File: src/rtl/eeprom_word_addr_ctr.sv
module eeprom_word_addr_ctr #(
  parameter int MEM_BYTES  = 256,
  parameter int PAGE_BYTES = 8
) (
  input  logic                         clk,
  input  logic                         rst_n,
  input  logic                         load_en,
  input  logic [2:0]                   dev_hi,
  input  logic [7:0]                   word_byte,
  input  logic                         step_en,
  input  logic                         rd_mode,
  output logic [$clog2(MEM_BYTES)-1:0] addr_q
);
  localparam int AW = $clog2(MEM_BYTES);
  localparam int PW = $clog2(PAGE_BYTES);
  localparam int HI = AW - 8;

  logic [AW-1:0] load_val, wr_next, rd_next;
  wire unused_hi = ^dev_hi;

  generate
    if (HI > 0) begin : g_paged
      assign load_val = {dev_hi[HI-1:0], word_byte};
    end else begin : g_flat
      assign load_val = word_byte;
    end
  endgenerate

  assign wr_next = {addr_q[AW-1:PW], addr_q[PW-1:0] + PW'(1)};
  assign rd_next = addr_q + AW'(1);

  always_ff @(posedge clk) begin
    if (!rst_n)       addr_q <= '0;
    else if (load_en) addr_q <= load_val;
    else if (step_en) addr_q <= rd_mode ? rd_next : wr_next;
  end


  page_hold_chk: assert property (@(posedge clk) disable iff (!rst_n)
    (step_en && !rd_mode && !load_en) |=> addr_q[AW-1:PW] == $past(addr_q[AW-1:PW]));


  page_fold_chk: assert property (@(posedge clk) disable iff (!rst_n)
    (step_en && !rd_mode && !load_en && addr_q[PW-1:0] == {PW{1'b1}}) |=> addr_q[PW-1:0] == '0);


  read_step_chk: assert property (@(posedge clk) disable iff (!rst_n)
    (step_en && rd_mode && !load_en) |=> addr_q == AW'($past(addr_q) + AW'(1)));


  idle_hold_chk: assert property (@(posedge clk) disable iff (!rst_n)
    (!load_en && !step_en) |=> $stable(addr_q));


  load_wins_chk: assert property (@(posedge clk) disable iff (!rst_n)
    load_en |=> addr_q[7:0] == $past(word_byte));
endmodule

File: config.mk
export PLATFORM = sky130hd
export DESIGN_NAME = eeprom_word_addr_ctr
export DESIGN_NICKNAME = d
export VERILOG_FILES = /design/src/rtl/eeprom_word_addr_ctr.sv
export SDC_FILE = /design/constraint.sdc
export NUM_CORES = 1
export LEC_CHECK = 0
export ABC_AREA = 1
export BUFFER_PORTS_ARGS = -buffer_cell sky130_fd_sc_hd__buf_2
export CAP_MARGIN = 30
export CORE_AREA = 4 4 41 43
export DETAILED_ROUTE_END_ITERATION = 8
export DIE_AREA = 0 0 45 47
export PLACE_DENSITY_LB_ADDON = 0.25
export SYNTH_ARGS = -nofsm -noshare
export SYNTH_HDL_FRONTEND = slang
export SYNTH_SLANG_ARGS = --single-unit
export TNS_END_PERCENT = 30
File: constraint.sdc
create_clock -name clk -period 1.2 [get_ports clk]
set_input_delay 0 -clock clk [delete_from_list [all_inputs] [get_ports clk]]
set_output_delay 0 -clock clk [all_outputs]
set_load 0.01 [all_outputs]
==> results_dict.tcl <==
set metrics [dict create \
    yosys.cell_types.count 17 \
    cts_root_buffer "sky130_fd_sc_hd__clkbuf_4" \
    synth-seq-area-share_pct 29.2 \
    cp_cell_sequence "ha_1 > nand2_2 > inv_1 > nand2_1 > nand2_1 > nand2_1 > nand2_1 > a21oi_1" \
    largest_regs "addr_q (8)" \
    synth_warnings 0 \
    final_nets 135 \
    start_util_pct 42.1 \
    place_ws_ps 94.0 \
    netlist_area_um2 548 \
    fillers 139 \
    num_rows 13 \
    grt.total_usage_pct 14.7 \
    final-seq-area_um2 164 \
    worst_setup_hold_path_clk_slew_ps 70 \
    max_cap_viol_count 0 \
    max_flop_register "addr_q" \
    grt_setup_unrepaired "no" \
    worst-r2r-cell-count 8 \
    worst_r2r_startpoint "addr_q[0]" \
    leakage_nw 0.386 \
    final-hold-violation-count 0 \
    final.setup.tns_ps 0 \
    timing.hold.worst.class "input pin to flop" \
    hold_path.startpoint "word_byte[2]" \
    synthesized_area_per_cell_um2 6.09 \
    whs_ps 13.2 \
    multi_input_area_um2 314 \
    timing.critical_path.required_ps 1390 \
    cts_setup_buffers 0 \
    core-area_um2 1300 \
    router_iterations_before_antenna_repair 4 \
    largest_register_ff_count 8 \
    via_per_inst 4.58 \
    final.setup_skew_ps 15.3 \
    hold-path-cell-count 3 \
    crit_fanout 4 \
    dr_total_vias 600 \
    synthToLayoutAreaGrowth_pct 32.2 \
    worst_slew_pin_slew_ps 238 \
    ant_nets 0 \
    fmax_mhz 939 \
    timing.final.max_slew_violations 0 \
    max-slew-margin-rel_pct 84.1 \
    boundaryPins 24 \
    irDropWorstVdd_uv 618 \
    ys_seq_elements 8 \
    cts-root-to-sink-buffers 2 \
    layout-drive-gt1-share_pct 26.7 \
    timing.critical_path.arrival_ps 1250 \
    grt_antenna_before_repair 0 \
    numCtsBuffers 3 \
    postSynthCellCount 90 \
    synth_fp_nets 107 \
    power.density_cell_area_nw_per_um2 917 \
    clk_latency_ps 270 \
    hpwl_um 1000 \
    criticalPathCategory "flop to flop" \
    grt.overflow.total 0 \
    worst_path_max_delay_cell "sky130_fd_sc_hd__dfxtp_2" \
    postRouteWirelength_um 1320 \
    critical_path.endpoint_type "flop" \
    diodes 0 \
    cts_tree "done" \
    grt_pass1_vias 514 \
    whs_endpoint "addr_q[2]" \
    power_uw 664 \
    post-route-min-period_ps 1070 \
    worst_path_most_repeated_cell "sky130_fd_sc_hd__nand2_1" \
    place_inst 124 \
    floorplan.die_area_um2 2120 \
    die_height_um 47 \
    grt_max_degree 11 \
    fin_crit_sh_pct 88.8 \
    finalSetupViolCount 0 \
    crit_path_max_incr_delay_ps 330 \
    worstSetupStartpointType "flop" \
    place_congestion 0.774 \
    ctsHtreeMaxLevel 1 \
    clock-sinks 8 \
    rrSetupSlack_ps 130 \
    post-route-worst-setup-slack_ps 135 \
    drt-initial-drc-count 12 \
    outcome "finished clean" \
    worst_r2r_endpoint "addr_q[6]" \
    finish.cell_count_without_fillers 131 \
    grt_pass1_wl_um 2200 \
    die_w_um 45 \
    routedWlPerCell_um 10.0 \
    portBuffers 20 \
    detail_route.drc_violations 0 \
]
[routing by layer]
layer  share of wire, %  vias up  GRT usage [%]
li1                   -      329              -
met1                 45      256           18.0
met2                 47       13           22.6
met3                6.8        2           6.90
met4               0.46        0           5.26
met5                  0        -              0
[per-stage QoR]
stage                     util [%]  area, um^2
after floorplan                  -         548
after global placement        50.4         656
after detailed placement      50.4         656
after CTS                     55.2         718
after global routing          55.7         724
final                         55.7         724
[area by class of cell]
type	count	share of cell area, %
Inverter	16	8.98
Tap cell	15	2.59
Sequential cell	8	22.6
Multi-Input combinational cell	65	43.4
Clock buffer	3	3.11
Timing Repair Buffer	24	19.3
[cell usage in the layout (no fill, tap or decap), types with 3 or more instances in the layout]
master                          synthesis  layout
sky130_fd_sc_hd__dfxtp_2                0       3
sky130_fd_sc_hd__dlygate4sd3_1          0       4
sky130_fd_sc_hd__buf_2                  0      20
sky130_fd_sc_hd__nand2_1               33      32
sky130_fd_sc_hd__dfxtp_1                8       5
sky130_fd_sc_hd__nor2_1                 7       7
sky130_fd_sc_hd__clkbuf_4               0       3
sky130_fd_sc_hd__nand3_1                5       5
sky130_fd_sc_hd__o21ai_0                6       5
sky130_fd_sc_hd__inv_1                 15      15
sky130_fd_sc_hd__a21oi_1                6       6
[cell families (layout without fill, tap and decap cells)]
family | Yosys count | in the layout | share of synthesized area [%]
simple gates | 50 | 50 | 39.7
buf+inv | 17 | 43 | 13.9
compound gates | 13 | 13 | 13.2
flops | 8 | 8 | 29.2
fa+ha+maj | 1 | 1 | 2.28
xor+xnor | 1 | 1 | 1.60
[power by group]
group | switching, mW | internal, mW | total, mW
Combinational | 0.0801 | 0.0640 | 0.144
Clock | 0.105 | 0.115 | 0.220
Sequential | 0.0151 | 0.285 | 0.300
[worst max path at each step]
stage / start / cells past startpoint / slack (ps) / endpoint
2_1_floorplan: addr_q[1] / 7 / 140 / addr_q[6]
3_3_place_gp: addr_q[0] / 7 / 110 / addr_q[6]
3_5_place_dp: addr_q[0] / 7 / 90 / addr_q[6]
4_1_cts: addr_q[0] / 7 / 80 / addr_q[6]
5_1_grt: addr_q[0] / 8 / 30 / addr_q[6]
6_report: addr_q[0] / 8 / 130 / addr_q[6]
[synth_stat cells]
library cell	instances	area share, %
sky130_fd_sc_hd__nand3_1	5	4.6
sky130_fd_sc_hd__ha_1	1	2.3
sky130_fd_sc_hd__xor2_1	1	1.6
sky130_fd_sc_hd__nand2_4	1	2.1
sky130_fd_sc_hd__inv_1	15	10
sky130_fd_sc_hd__o21ai_0	6	5.5
sky130_fd_sc_hd__nor2_4	1	2.1
sky130_fd_sc_hd__buf_6	1	2.1
sky130_fd_sc_hd__nand3b_1	1	1.4
sky130_fd_sc_hd__dfxtp_1	8	29
sky130_fd_sc_hd__inv_6	1	1.6
sky130_fd_sc_hd__or2_1	1	1.1
sky130_fd_sc_hd__nand2_1	33	23
sky130_fd_sc_hd__a21oi_1	6	5.5
sky130_fd_sc_hd__nand4_1	1	1.1
sky130_fd_sc_hd__nor2_1	7	4.8
sky130_fd_sc_hd__o211ai_2	1	2.3
[timing repair]
| action | 4_1_cts | 5_1_grt |
|---|---|---|
| endpoints found under the setup margin | 0 | 3 |
| resized for setup | 0 | 5 |
| hold buffers | 4 | 0 |
| endpoints found under the hold margin | 5 | 0 |
[critical path, delay by kind of cell (launching register included)]
family	cells	cell delay (ps)
and+or+nand+nor	5	290
AOI/OAI and AO/OA	1	110
adders and majority gates	1	210
DFF	1	330
buffers and inverters	1	50
(Power assumes the default switching activity.)
